## config.mk

```make
export PLATFORM = sky130hd
export DESIGN_NAME = jabber_guard
export DESIGN_NICKNAME = d
export VERILOG_FILES = /design/src/rtl/jabber_guard_pkg.sv /design/src/rtl/jabber_rst_sync.sv /design/src/rtl/jabber_tick_cnt.sv /design/src/rtl/jabber_guard.sv
export SDC_FILE = /design/constraint.sdc
export NUM_CORES = 1
export LEC_CHECK = 0
export ABC_AREA = 1
export BUFFER_PORTS_ARGS = -buffer_cell sky130_fd_sc_hd__clkbuf_2
export CAP_MARGIN = 15
export CELL_PAD_IN_SITES_DETAIL_PLACEMENT = 1
export CELL_PAD_IN_SITES_GLOBAL_PLACEMENT = 2
export CORE_MARGIN = 1
export CORE_UTILIZATION = 33
export DETAILED_ROUTE_END_ITERATION = 6
export PLACE_DENSITY_LB_ADDON = 0.1
export REMOVE_ABC_BUFFERS = 1
export SYNTH_ARGS = -nofsm -noshare
export SYNTH_HDL_FRONTEND = slang
export SYNTH_SLANG_ARGS = --single-unit
export TNS_END_PERCENT = 30
```

## constraint.sdc

```tcl
create_clock -name clk -period 1 [get_ports clk]
set_input_delay 0.1 -clock clk [delete_from_list [all_inputs] [get_ports clk]]
set_output_delay 0.1 -clock clk [all_outputs]
set_load 0.02 [all_outputs]
```

## src/rtl/jabber_guard_pkg.sv

```systemverilog
package jabber_guard_pkg;
  typedef enum logic [0:0] {
    ST_RUN = 1'b0,
    ST_JAB = 1'b1
  } jab_state_t;
endpackage

```

## src/rtl/jabber_rst_sync.sv

```systemverilog
module jabber_rst_sync #(
  parameter int STAGES = 2
) (
  input  logic clk,
  input  logic rst_n,
  output logic rst_n_sync
);
  logic [STAGES-1:0] sync_q;

  always_ff @(posedge clk or negedge rst_n) begin
    if (!rst_n) sync_q <= '0;
    else        sync_q <= {sync_q[STAGES-2:0], 1'b1};
  end

  assign rst_n_sync = sync_q[STAGES-1];
endmodule

```

## src/rtl/jabber_tick_cnt.sv

```systemverilog
module jabber_tick_cnt #(
  parameter int LIMIT = 33
) (
  input  logic clk,
  input  logic rst_n,
  input  logic tick,
  input  logic run,
  input  logic clr,
  output logic at_lim
);
  localparam int W = $clog2(LIMIT + 1);
  localparam logic [W-1:0] LIM = W'(LIMIT);

  logic [W-1:0] cnt_q, cnt_d;
  logic         cnt_en;

  always_comb begin
    cnt_en = clr | (tick & run & (cnt_q != LIM));
    cnt_d  = clr ? '0 : cnt_q + 1'b1;
  end

  always_ff @(posedge clk or negedge rst_n) begin
    if (!rst_n)      cnt_q <= '0;
    else if (cnt_en) cnt_q <= cnt_d;
  end

  assign at_lim = (cnt_q == LIM);

  // Count never passes its limit
  p_cnt_bound_r1: assert property (@(posedge clk) disable iff (!rst_n)
    cnt_q <= LIM);

  // A counted tick advances by exactly one
  p_cnt_step_r6: assert property (@(posedge clk) disable iff (!rst_n)
    (tick && run && !clr && cnt_q != LIM) |=> cnt_q == $past(cnt_q) + 1'b1);
endmodule

```

## src/rtl/jabber_guard.sv

```systemverilog
module jabber_guard
  import jabber_guard_pkg::*;
#(
  parameter int JAB_MS   = 32,
  parameter int UNJAB_MS = 256
) (
  input  logic clk,
  input  logic rst_n,
  input  logic tx_en_i,
  input  logic tp_mode_i,
  input  logic ms_tick_i,
  output logic tx_gate_o,
  output logic lpbk_en_o,
  output logic col_o,
  output logic led_jab_o
);
  localparam int DUR_LIMIT = JAB_MS + 1;

  logic       rst_n_int;
  jab_state_t st_q, st_d;
  logic       jab;
  logic       dur_run, dur_clr, dur_hit;
  logic       idl_run, idl_clr, idl_hit;

  jabber_rst_sync #(.STAGES(2)) u_rst (
    .clk(clk), .rst_n(rst_n), .rst_n_sync(rst_n_int)
  );

  assign jab = (st_q == ST_JAB);

  // Duration of the current transmission, only outside jabbing
  assign dur_run = tx_en_i & ~jab;
  assign dur_clr = ~tx_en_i | jab;

  jabber_tick_cnt #(.LIMIT(DUR_LIMIT)) u_dur (
    .clk(clk), .rst_n(rst_n_int), .tick(ms_tick_i),
    .run(dur_run), .clr(dur_clr), .at_lim(dur_hit)
  );

  // Continuous idle time while jabbing
  assign idl_run = ~tx_en_i & jab;
  assign idl_clr = tx_en_i | ~jab;

  jabber_tick_cnt #(.LIMIT(UNJAB_MS)) u_idle (
    .clk(clk), .rst_n(rst_n_int), .tick(ms_tick_i),
    .run(idl_run), .clr(idl_clr), .at_lim(idl_hit)
  );

  always_comb begin
    st_d = st_q;
    unique case (st_q)
      ST_RUN: if (dur_hit)             st_d = ST_JAB;
      ST_JAB: if (idl_hit && !tx_en_i) st_d = ST_RUN;
      default:                         st_d = ST_RUN;
    endcase
  end

  always_ff @(posedge clk or negedge rst_n_int) begin
    if (!rst_n_int) st_q <= ST_RUN;
    else            st_q <= st_d;
  end

  assign tx_gate_o = tx_en_i & ~jab;
  assign lpbk_en_o = tp_mode_i & ~jab;
  assign col_o     = jab;
  assign led_jab_o = jab;

  // Entry into jabbing only follows an active transmit request
  p_entry_tx_r1: assert property (@(posedge clk) disable iff (!rst_n_int)
    $rose(jab) |-> $past(tx_en_i));

  // Release only follows an idle request
  p_exit_idle_r6: assert property (@(posedge clk) disable iff (!rst_n_int)
    $fell(jab) |-> !$past(tx_en_i));

  // A request while jabbing keeps the latch for the next cycle
  p_req_holds_r7: assert property (@(posedge clk) disable iff (!rst_n_int)
    (jab && tx_en_i) |=> jab);

  // Line driver never sees an enable while jabbing
  p_gate_off_r2: assert property (@(posedge clk) disable iff (!rst_n_int)
    col_o |-> !tx_gate_o);
endmodule

```

# Yosys cells after proc, flatten, opt, wreduce, memory -nomap -nowiden
# Cells that the tools add are included.
[totals]
latchBits = 0
ramBits = 0
input_bits = 5
ff_bits = 18
memories = 0
rom_bits = 0
out_inout_bits = 4
word_cells = 30
[op_classes]
shift = 0
magnitude_cmp = 0
div = 0
n_bitwise = 13
addsub = 2
mul = 0
reduce_logical = 2
muxes = 5
eq_ne = 4
[op_table]
columns = ["op", "n"]
rows = [
  ["9-bit by 1-bit adder with 9-bit output, second input constant", 1],
  ["9-bit equality test, second input constant", 1],
  ["9-bit 2-to-1 mux", 1],
  ["9-bit != test, second input constant", 1],
  ["1-bit AND", 7],
  ["6-bit by 1-bit adder with 6-bit output, second input constant", 1],
  ["6-bit equality test, second input constant", 1],
  ["6-bit 2-to-1 mux", 1],
  ["6-bit != test, second input constant", 1],
  ["1-bit OR", 4],
  ["1-bit 2-to-1 mux", 2],
  ["1-bit NOT", 2],
  ["1-bit case mux with 2 select lines", 1],
  ["1-bit logical AND", 1],
  ["1-bit zero test", 1],
]

# Logic depth before layout (Yosys ltp)
# Gate-level depths: netlist (run 1).
[depth]
ltp_word = 5
depth_mapped = 9
depth_no_buf = 8

# By module
# A second synthesis (run 1) with hierarchy kept.
[hier_totals]
cells_unflattened = 157
hier_area_um2 = 1133.6
[by_module_without_submodules]
columns = ["module", "seq_area_each_um2", "area_per_inst_um2", "cells_each", "n_inst"]
rows = [
  ["jabber_tick_cnt (u_idle)", 225.2, 574.3, 85, 1],
  ["jabber_tick_cnt (u_dur)", 150.1, 425.4, 55, 1],
  ["jabber_guard", 25.0, 80.1, 14, 1],
  ["jabber_rst_sync", 50.0, 53.8, 3, 1],
]

# Worst setup path after synthesis (run 1)
# Ideal clock, no wire load.
[synth_path]
path_kind = "register to register"
start = "register st_q, in the netlist col_o"
end = "register u_dur.cnt_q[1]"
required_ns = 0.867
stages_incl_launch_ff = 5
period_less_slack_ns = 1.361
arrival_time_ns = 1.228
setup_ns = 0.133
n_path_buf = 0
path_slack_ns = -0.361
path_cell_list = "dfrtp_1 nor2_2 o21ai_0 nand2_1 o21ai_0"
[synth_between]
elab_chain_len = 5
elab_cells_between_ends = 7
classes_between = "mux: 1; bitwise: 6"
[synth_lines]
columns = ["item", "line", "rtl"]
rows = [
  ["start, declared", "jabber_guard.sv:20", "jab_state_t st_q, st_d;"],
  ["start signal, assigned", "jabber_guard.sv:60", "else st_q <= st_d;"],
  ["1-bit NOT", "-", ""],
  ["1-bit AND", "-", ""],
  ["named net tx_gate_o", "jabber_guard.sv:12", "output logic tx_gate_o,"],
  ["1-bit AND (2 in series)", "jabber_tick_cnt.sv:18", "cnt_en = clr | (tick & run & (cnt_q != LIM));"],
  ["1-bit OR", "jabber_tick_cnt.sv:18", ""],
  ["end signal, assigned", "jabber_tick_cnt.sv:24", "else if (cnt_en) cnt_q <= cnt_d;"],
  ["end, declared", "jabber_tick_cnt.sv:14", "logic [W-1:0] cnt_q, cnt_d;"],
]
# The timed path passes the listed nets, and every way through them passes these cells.
# A chain may end at the register's enable or synchronous reset.

# Worst setup path after layout (run 1)
[layout_path]
start = "register st_q, in the netlist col_o"
end = "output tx_gate_o"
[layout_between]
elab_chain_len = 2
[layout_lines]
columns = ["item", "line", "rtl"]
rows = [
  ["1-bit NOT", "jabber_guard.sv:63", "assign tx_gate_o = tx_en_i & ~jab;"],
  ["1-bit AND", "jabber_guard.sv:63", ""],
  ["end, declared", "jabber_guard.sv:12", ""],
]
# No other way between the ends.

==> run_results.csv, run 1 <==
group,metric,value,unit
worst_setup_path,regToRegStartpoint,"u_idle.cnt_q[0]",
drt,detail_route.first_pass.iterations,4,
layout,final_cell_area,0.00169,mm^2
yosys,ys_seq_area_share,41.2,%
clock_tree,ctsLongestPathBuffers,2,
pwr,netSwitchingFraction,25.7,%
worst_setup_path,timing.critical_path.cells,"nor2_2 -> buf_6 -> clkbuf_8",
yosys,post_synth.cell_area_avg,7.23,um^2
placed_design,port_buffers,8,
yosys,asyncSetResetFlopFracSynth,100,%
clock_tree,clk_transition_reported_paths,0.12,ns
drt,wire_per_inst,14.6,um
floorplanning,start_util,35.2,%
layout,multi_input_comb_area,729,um^2
worst_setup_path,crit_required,0.90,ns
global_route,overall_track_demand_over_capacity_in_global_routing,21.8,%
layout,drive_gt1_share,44.7,%
floorplanning,std_cell_rows,20,
yosys,synth.top_cells.by_area,"dfrtp_1, nand2_1, nand3_1, inv_1, nor2_1",
timing,fin_skew,0.00971,ns
clock_tree,worst_skew_pair_later_pin_latency,0.31,ns
floorplanning,io_pins,9,
timing,worst_slack,-0.354,ns
placed_design,placedInstanceArea,0.00136,mm^2
yosys,synth_largest_type_area_fraction,41.2,%
timing,setup_violations,20,
yosys,yosysWarnings,0,
pwr,reported_net_switching_power,0.000363,W
pwr,cellPowerDensity,835,mW/mm^2
layout,n_antenna_cell,0,
floorplanning,placeableCoreArea,0.00310,mm^2
timing,timing.fmax,738,MHz
drt,vias,1157,
yosys,post_synthesis_register_bit_count,18,
worst_setup_path,crit_path_max_fanout,4,
placed_design,hpwlAfterDp,2.40,mm
placed_design,gp_congestion,0.844,
clock_tree,tritoncts,"yes",
layout,final_core_util,54.4,%
floorplanning,die_width,59.5,um
worst_setup_path,worst_setup_path_startpoint,"col_o",
worst_hold_path,holdCritStartpoint,"ms_tick_i",
pwr,internal,0.00105,W
layout,design.final.nets,207,
pwr,power_share_of_the_sequential_group,53.3,%
clock_tree,cts_root_buffer,"clkbuf_4",
worst_setup_path,worst_path_largest_cell_delay,0.45,ns
run_status,result_of_the_run,"finished with violations",
timing,grt_setup_unrepaired,"true",
timing,post-route-min-period,1.35,ns
yosys,syn_area,0.00109,mm^2
global_route,first_pass_grt_wire_length,5.69,mm
drt,route.detailed.drc,0,
drt,drt_iter0_drc,39,
layout,nFillCells,402,
worst_setup_path,crit_path_top_delay_cell,"dfrtp_1",
yosys,post_synth_inst_count,151,
worst_hold_path,timing.hold.worst.class,"input port to flip-flop",
drt,detail-route-antenna-nets,0,
clock_tree,cts-buffers-inserted,3,
layout,area.growth.synth_to_final,54.4,%
worst_setup_path,start_kind,"flip-flop",
floorplanning,die_h,59.5,um
floorplanning,design.die.area,0.00354,mm^2
clock_tree,clock_sink_count,18,
placed_design,dp.cells,227,
timing,final_worst_path_period_share,135,%
yosys,synth_largest_area_cell,"dfrtp_1",
global_route,grt.overflow.total,0,
global_route,grt_max_degree,17,
run,max-cap-violations,0,
layout,post_layout_nonfiller_instances,241,
pwr,power_frac_clock,34.1,%
pwr,fin_total_pwr,0.00141,W
worst_setup_path,critical_path_arrival,1.25,ns
yosys,synth_ff_type,"dfrtp_1",
global_route,antenna_found_initial,0,
drt,drt_wl_total,3.52,mm
pwr,share_comb_of_total_power,12.6,%
layout,layout.area.seq,452,um^2
yosys,synth_cell_types,23,
clock_tree,htree_levels,1,
worst_setup_path,critical_path.endpoint_type,"output port",
global_route,grt_pass1_vias,1256,
drt,viasPerCell,4.80,
yosys,synth-edff-count,0,
timing,report.final.hold_viol_count,0,
pwr,power.ir.vdd_worst,0.458,mV
worst_setup_path,worstSetupPathType,"flip-flop to output port",
pwr,leakage_power,0.863,nW
timing,final-max-slew-violation-count,0,
run_status,violations,"negative setup slack",
-- per-stage QoR --
step                setup WS, ns  hold slack (ns)  TNS (ns)
global route              -0.408            0.109     -6.45
global placement          -0.366           -0.116     -4.72
CTS                       -0.354           0.0862     -5.73
finish                    -0.354           0.0890     -5.29
floorplan                 -0.452           -0.196     -5.25
detailed placement        -0.399           -0.111     -5.69
-- metal layers --
layer / track usage [%] / part of all wire (%)
met5: 0 / 0
met4: 8.31 / 1.5
met3: 4.59 / 3.1
met2: 38.5 / 51
met1: 25.8 / 44
-- power groups by stage --
stage          combinational (W)  clock [W]  sequential [W]
2_1_floorplan          0.0000476          0        0.000773
3_3_place_gp            0.000119          0        0.000762
3_5_place_dp            0.000125          0        0.000763
4_1_cts                 0.000171   0.000494        0.000750
5_1_grt                 0.000198   0.000518        0.000752
6_report                0.000177   0.000480        0.000751
-- final timing paths --
kind | to | slack, ns | depth (start not counted)
max | tx_gate_o | -0.35 | 3
min | u_dur.cnt_q[4] | 0.09 | 3
max reg2reg | u_idle.cnt_q[2] | -0.32 | 8
min reg2reg | u_dur.cnt_q[2] | 0.21 | 1
max in group asynchronous | u_idle.cnt_q[3] | 0.56 | 1
min in group asynchronous | u_rst.sync_q[0] | 0.11 | 2
-- final cells by class --
cell class              instances  area share, %
flip-flops and latches         18           26.8
repair buffers                 43           19.7
well taps                      44           3.26
clock buffers                   4           2.15
inverters                      22           4.90
multi-input cells             110           43.2
-- synthesized netlist by cell type (2+ instances only) --
master,count
o21ai_1,3
nor2_2,2
inv_1,21
nand4_1,3
nor2_1,16
o21ai_0,8
o21ai_2,2
dfrtp_1,18
nand3_1,19
nand2_1,43
ha_1,4
-- cells in the final DEF, fill, tap and decap left out, drive strengths merged, types with 3 or more instances in the layout --
cell type / synthesis / final
buf: 2 / 37
inv: 22 / 22
dfrtp: 18 / 18
clkbuf: 0 / 9
nand4: 3 / 3
nand2: 45 / 46
o21ai: 13 / 13
ha: 4 / 4
nor2: 18 / 18
nand3: 20 / 20
-- sequential cells by signal (all words and copies together) (netlist names) --
signal / cells
u_dur.cnt_q: 6
col_o: 1
u_idle.cnt_q: 9
u_rst.sync_q: 2
-- timing repair --
item                                   4_1_cts  5_1_grt
resized for setup                           33       29
cloned                                       1        0
endpoints found under the hold margin        2        0
setup endpoints to repair                   20       20
setup buffers                                5        3
pin swaps                                   16        8
hold buffers                                 1        0
-- worst max-delay path, delay by kind of cell (launching register included) --
family	cells	cell delay [ns]
AND/OR/NAND/NOR	1	0.22
flip-flops	1	0.45
buffers and inverters	2	0.27
-- cells by family after synthesis --
kind of cell	after synthesis	share of synthesized area, %
buffers and inverters	24	9.62
DFF	18	41.2
AOI/OAI and AO/OA	15	7.79
adders and majority gates	4	4.58
and+or+nand+nor	88	35.6
xor gates and xnor gates	1	0.802
other	1	0.343
(Power assumes the default switching activity.)
==> inputs of run 2 (changes only) <==
--- a/config.mk
+++ b/config.mk
@@ -13,7 +13,7 @@
 export CORE_MARGIN = 1
 export CORE_UTILIZATION = 33
 export DETAILED_ROUTE_END_ITERATION = 6
-export PLACE_DENSITY_LB_ADDON = 0.1
+export PLACE_DENSITY = 0.83
 export REMOVE_ABC_BUFFERS = 1
 export SYNTH_ARGS = -nofsm -noshare
 export SYNTH_HDL_FRONTEND = slang
==> run 2 against run 1 <==
Against the previous run:
- the flow still finishes with violations (negative setup slack)
- sequential share of layout area shrank 0.72 points
- worst setup slack better by 0.053 ns
- first-iteration DRC count up 23%
- final cell count is 1.2% higher
- register-to-register slack better by 0.02 ns
- non-clock buffer count rose by 3
- clock power rose by 1%
- count of clock-buffer cells in the layout is the same
- routed wire length up 11%
==> run_results.csv, run 2 (same netlist as run 1, synthesis figures left out) <==
group,metric,value,unit
worst_setup_path,reg2reg_slack,-0.30,ns
run_status,result_of_the_run,"finished with violations",
layout,reg.largest.list,"u_idle.cnt_q x9, u_dur.cnt_q x6, u_rst.sync_q x2",
floorplanning,die_width,59.5,um
layout,mostFrequentLayoutCells,"nand2_1, buf_4, inv_1, dfrtp_1, nand3_1",
layout,regMostFlops,"u_idle.cnt_q",
global_route,grt.met3_usage,2.40,%
clock_tree,cts_root_buffer,"clkbuf_4",
worst_setup_path,worstSetupPathDepth,7,
placed_design,gp_congestion,0.879,
global_route,grt.met2_usage,40.3,%
floorplanning,placeableCoreArea,0.00310,mm^2
global_route,grt_max_degree,11,
timing,worst_slack,-0.301,ns
worst_setup_path,cpMostUsedCell,"nand2_4",
clock_tree,clk_transition_reported_paths,0.12,ns
worst_setup_path,critical_path_arrival,1.51,ns
global_route,grt_pass1_vias,1249,
placed_design,dpl_worst_slack,-0.397,ns
floorplanning,io_pins,9,
timing,grt_setup_unrepaired,"true",
layout,design.final.nets,210,
placed_design,port_buffers,8,
layout,area.growth.synth_to_final,59.1,%
worst_hold_path,timing.hold.worst.class,"input port to asynchronous set/reset pin",
drt,drt_wl_total,3.90,mm
drt,vias,1201,
drt,route.detailed.drc,0,
placed_design,hpwlAfterDp,2.51,mm
clock_tree,htree_levels,1,
floorplanning,design.die.area,0.00354,mm^2
floorplanning,die_h,59.5,um
pwr,cellPowerDensity,832,mW/mm^2
worst_setup_path,regToRegStartpoint,"u_idle.cnt_q[1]",
timing,post-route-min-period,1.30,ns
global_route,grt.overflow.total,0,
layout,final_core_util,56.0,%
worst_setup_path,timing.critical_path.cells,"inv_2 -> ha_4 -> nand2_4 -> nor2_4 -> nand3_4 -> nand2_4 -> o21ai_1",
layout,nFillCells,400,
timing,timing.fmax,768,MHz
worst_setup_path,worst_setup_path_startpoint,"u_idle.cnt_q[1]",
drt,detail_route.first_pass.iterations,4,
global_route,met1_usage,27.5,%
pwr,leakage_power,0.852,nW
worst_setup_path,worst_setup_path_endpoint,"u_idle.cnt_q[5]",
worst_setup_path,cp_delay_by_family_top,"simple AND/OR/NAND/NOR gates",
global_route,first_pass_grt_wire_length,5.78,mm
drt,drt_iter0_drc,48,
worst_setup_path,critical_path.endpoint_type,"flip-flop",
worst_setup_path,start_kind,"flip-flop",
layout,drive_gt1_share,47.0,%
worst_setup_path,crit-reg2reg-capture,"u_idle.cnt_q[5]",
global_route,global_route.peak_usage_layer,"met2",
worst_setup_path,crit_required,1.21,ns
layout,n_antenna_cell,0,
floorplanning,start_util,35.2,%
drt,wire_per_inst,16.0,um
worst_setup_path,worstSetupPathType,"flip-flop to flip-flop",
clock_tree,cts-buffers-inserted,3,
timing,report.final.hold_viol_count,0,
clock_tree,ctsLongestPathBuffers,2,
timing,fin_skew,0.0112,ns
worst_setup_path,crit_path_max_fanout,7,
layout,final_common_cell,"nand2_1",
drt,viasPerCell,4.92,
global_route,antenna_found_initial,0,
drt,detail-route-antenna-nets,0,
worst_setup_path,critical_path_buf_inv_count,1,
worst_setup_path,crit_path_top_delay_cell,"dfrtp_1",
timing,final_worst_path_period_share,130,%
clock_tree,tritoncts,"yes",
clock_tree,clock_sink_count,18,
layout,largest_reg_flops,9,
timing,setup_violations,20,
pwr,power.ir.vdd_worst,0.752,mV
worst_setup_path,worst_path_largest_cell_delay,0.43,ns
global_route,overall_track_demand_over_capacity_in_global_routing,22.5,%
clock_tree,worst_skew_pair_later_pin_latency,0.32,ns
timing,final-max-slew-violation-count,0,
floorplanning,std_cell_rows,20,
run_status,violations,"negative setup slack",
worst_setup_path,reg2reg_depth,7,
run,max-cap-violations,0,
==> run 2: routing by layer <==
metal | vias to the layer above | wire (um)
li1 | 573 | -
met1 | 597 | 1650
met2 | 20 | 2020
met3 | 11 | 111
met4 | 0 | 105
met5 | - | 0
==> run 2: layout make-up <==
| cell class | instances | area [um^2] | area share (%) |
|---|---|---|---|
| Tap cell | 44 | 55.1 | 3.17 |
| Timing Repair Buffer | 46 | 354 | 20.4 |
| Sequential cell | 18 | 453 | 26.1 |
| Inverter | 22 | 82.6 | 4.75 |
| Multi-Input combinational cell | 110 | 757 | 43.6 |
| Clock buffer | 4 | 36.3 | 2.09 |
==> run 2: worst min path at each step <==
stage                from  depth (start not counted)  slack (ns)               to
floorplan           rst_n                          0       -0.20  u_rst.sync_q[0]
global placement    rst_n                          1       -0.12  u_rst.sync_q[1]
detailed placement  rst_n                          1       -0.11  u_rst.sync_q[0]
CTS                 rst_n                          2        0.10  u_rst.sync_q[1]
global route        rst_n                          2        0.09  u_rst.sync_q[0]
finish              rst_n                          2        0.08  u_rst.sync_q[0]
==> run 2: stage by stage <==
stage | instance area [um^2] | setup TNS (ns) | power [W] | std cells | hold WS (ns)
2_1_floorplan | 1070 | -5.25 | 0.000820 | 149 | -0.196
3_3_place_gp | 1410 | -4.41 | 0.000882 | 233 | -0.115
3_5_place_dp | 1410 | -5.63 | 0.000890 | 233 | -0.108
4_1_cts | 1630 | -4.58 | 0.00140 | 243 | 0.100
5_1_grt | 1740 | -6.36 | 0.00151 | 244 | 0.0903
6_report | 1740 | -5.30 | 0.00145 | 244 | 0.0777
==> run 2: power breakdown <==
group | switching (W) | internal (W)
combinational | 0.000108 | 0.0000995
clock | 0.000263 | 0.000223
sequential | 0.0000113 | 0.000741
==> run 2: timing repair <==
item / 4_1_cts / 5_1_grt
cloned: 1 / 0
gates resized for setup: 41 / 23
hold buffers: 1 / 0
buffers inserted: 7 / 1
setup endpoints to repair: 20 / 20
pin swaps: 17 / 6
hold endpoints to repair: 2 / 0
==> inputs of run 3 (changes only) <==
--- a/config.mk
+++ b/config.mk
@@ -15,6 +15,7 @@
 export DETAILED_ROUTE_END_ITERATION = 6
 export PLACE_DENSITY = 0.83
 export REMOVE_ABC_BUFFERS = 1
+export SETUP_SLACK_MARGIN = 0.05
 export SYNTH_ARGS = -nofsm -noshare
 export SYNTH_HDL_FRONTEND = slang
 export SYNTH_SLANG_ARGS = --single-unit
==> run 3 against run 2 <==
Against the previous run:
- largest cell class unchanged
- the run still ends with negative setup slack left
- sequential share of layout area up 0.42 points
- maximum frequency decreased by 2.3%
- clock power fell by 2%
- register-to-register slack lost 0.03 ns
- non-clock buffer count stayed put
- count of clock-buffer cells in the layout unchanged
- combinational power decreased by 7%
- final area decreased by 1.6%
- first-iteration DRC count rose by 17%
- die area unchanged
- worst setup slack got worse by 0.031 ns
- routed wire length decreased by 1.6%
==> run_results.csv, run 3 (same netlist as run 1, synthesis figures left out) <==
group,metric,value,unit
placed_design,hpwlAfterDp,2.51,mm
drt,viasPerCell,4.95,
drt,drt_wl_total,3.83,mm
layout,reg.largest.list,"u_idle.cnt_q x9, u_dur.cnt_q x6, u_rst.sync_q x2",
timing,fin_tns_setup,-5.12,ns
worst_setup_path,crit_required,1.21,ns
layout,regMostFlops,"u_idle.cnt_q",
timing,final-max-slew-violation-count,0,
drt,top_layer,"met4",
layout,n_antenna_cell,0,
pwr,power.ir.vdd_worst,0.776,mV
drt,vias,1208,
timing,timing.fmax,751,MHz
pwr,reported_net_switching_power,0.000365,W
run_status,result_of_the_run,"finished with violations",
pwr,share_comb_of_total_power,13.6,%
run_status,violations,"negative setup slack",
global_route,grt.overflow.total,0,
pwr,power_share_of_the_sequential_group,53.0,%
clock_tree,clk_transition_reported_paths,0.11,ns
run,max-cap-violations,0,
worst_setup_path,worstSetupPathType,"flip-flop to flip-flop",
placed_design,gp_congestion,0.879,
layout,area.growth.synth_to_final,56.6,%
pwr,cellPowerDensity,831,mW/mm^2
drt,met1Wirelength,1.66,mm
timing,post-route-min-period,1.33,ns
global_route,antenna_found_initial,0,
pwr,leakage_power,0.843,nW
timing,fin_skew,0.00613,ns
clock_tree,clock_sink_count,18,
layout,nFillCells,411,
worst_setup_path,critical_path.endpoint_type,"flip-flop",
floorplanning,io_pins,9,
clock_tree,tritoncts,"yes",
layout,mostFrequentLayoutCells,"nand2_1, buf_4, inv_1, dfrtp_1, nand3_1",
clock_tree,ctsLongestPathBuffers,2,
layout,design.final.nets,210,
floorplanning,start_util,35.2,%
global_route,grt_pass1_vias,1280,
floorplanning,die_h,59.5,um
floorplanning,die_width,59.5,um
global_route,grt_max_degree,11,
clock_tree,worst_skew_pair_later_pin_latency,0.31,ns
drt,wire_per_inst,15.7,um
worst_setup_path,crit_path_max_fanout,6,
pwr,internal,0.00106,W
clock_tree,htree_levels,1,
floorplanning,design.die.area,0.00354,mm^2
layout,largest_reg_flops,9,
floorplanning,placeableCoreArea,0.00310,mm^2
layout,drive_gt1_share,45.0,%
worst_hold_path,timing.hold.worst.class,"input port to asynchronous set/reset pin",
pwr,fin_total_pwr,0.00142,W
placed_design,port_buffers,8,
clock_tree,cts-buffers-inserted,3,
drt,detail-route-antenna-nets,0,
worst_setup_path,critical_path_arrival,1.54,ns
timing,setup_violations,20,
timing,report.final.hold_viol_count,0,
floorplanning,std_cell_rows,20,
timing,final_worst_path_period_share,133,%
drt,detailroute.wirelength.met3,85,um
pwr,power_frac_clock,33.5,%
timing,grt_setup_unrepaired,"true",
drt,route.detailed.drc,0,
pwr,netSwitchingFraction,25.7,%
drt,wl_met2,1.97,mm
drt,detail_route.first_pass.iterations,4,
layout,final_common_cell,"nand2_1",
timing,worst_slack,-0.332,ns
drt,drt_iter0_drc,56,
clock_tree,cts_root_buffer,"clkbuf_4",
worst_setup_path,start_kind,"flip-flop",
global_route,overall_track_demand_over_capacity_in_global_routing,23.0,%
global_route,first_pass_grt_wire_length,5.89,mm
run 3: cell counts in the layout (fill, tap and decap cells not counted):
Identical to the previous run, type by type.
run 3: routing by layer:
metal,GRT usage (%),up-vias
met4,9.30,0
met2,41.1,22
met1,28.4,598
met5,0,-
li1,-,577
met3,1.97,11
run 3: path summary, 6_finish.rpt:
check,slack (ns),endpoint,from,depth (start not counted)
worst min-delay path,0.09,u_rst.sync_q[0],rst_n,2
worst min register to register,0.19,u_dur.cnt_q[1],u_rst.sync_q[1],1
worst max register to register,-0.33,col_o,u_idle.cnt_q[2],6
min in group clk,0.13,u_dur.cnt_q[4],ms_tick_i,3
max in group asynchronous,0.65,u_idle.cnt_q[3],u_rst.sync_q[1],1
worst max-delay path,-0.33,col_o,u_idle.cnt_q[2],6
run 3: critical path: stages (launching register included):
cell	delay, ns
dfrtp_2	0.51
inv_1	0.10
nand2_1	0.10
nor2_4	0.14
nand3_4	0.13
buf_6	0.15
o21a_1	0.11
run 3: final cells by class:
| class | count | area (um^2) | share of cell area (%) |
|---|---|---|---|
| Sequential cell | 18 | 453 | 26.5 |
| Clock buffer | 4 | 36.3 | 2.12 |
| Timing Repair Buffer | 46 | 354 | 20.7 |
| Inverter | 22 | 82.6 | 4.83 |
| Tap cell | 44 | 55.1 | 3.22 |
| Multi-Input combinational cell | 110 | 729 | 42.6 |
run 3: timing repair:
action                                  in CTS  in global routing
hold endpoints to repair                     2                  0
hold buffers                                 1                  0
buffers inserted                             7                  1
resized for setup                           40                 18
endpoints found under the setup margin      20                 20
gates cloned                                 1                  0
pin swaps                                   16                  7
run 3: through the flow:
stage | utilization (%) | hold WS (ns) | cell area (um^2) | worst slack (ns) | cells
after floorplan | - | -0.196 | 1070 | -0.452 | 149
after global placement | 45.3 | -0.115 | 1410 | -0.341 | 233
after detailed placement | 45.3 | -0.108 | 1410 | -0.397 | 233
after CTS | 52.6 | 0.100 | 1630 | -0.257 | 244
after global routing | 55.1 | 0.0971 | 1710 | -0.365 | 244
final | 55.1 | 0.0858 | 1710 | -0.332 | 244
run 3: power groups by stage:
stage               clock network [W]  logic (W)  registers, W
floorplan                           0  0.0000476      0.000773
global placement                    0   0.000120      0.000762
detailed placement                  0   0.000127      0.000763
CTS                          0.000479   0.000169      0.000749
global route                 0.000521   0.000207      0.000753
finish                       0.000476   0.000193      0.000752
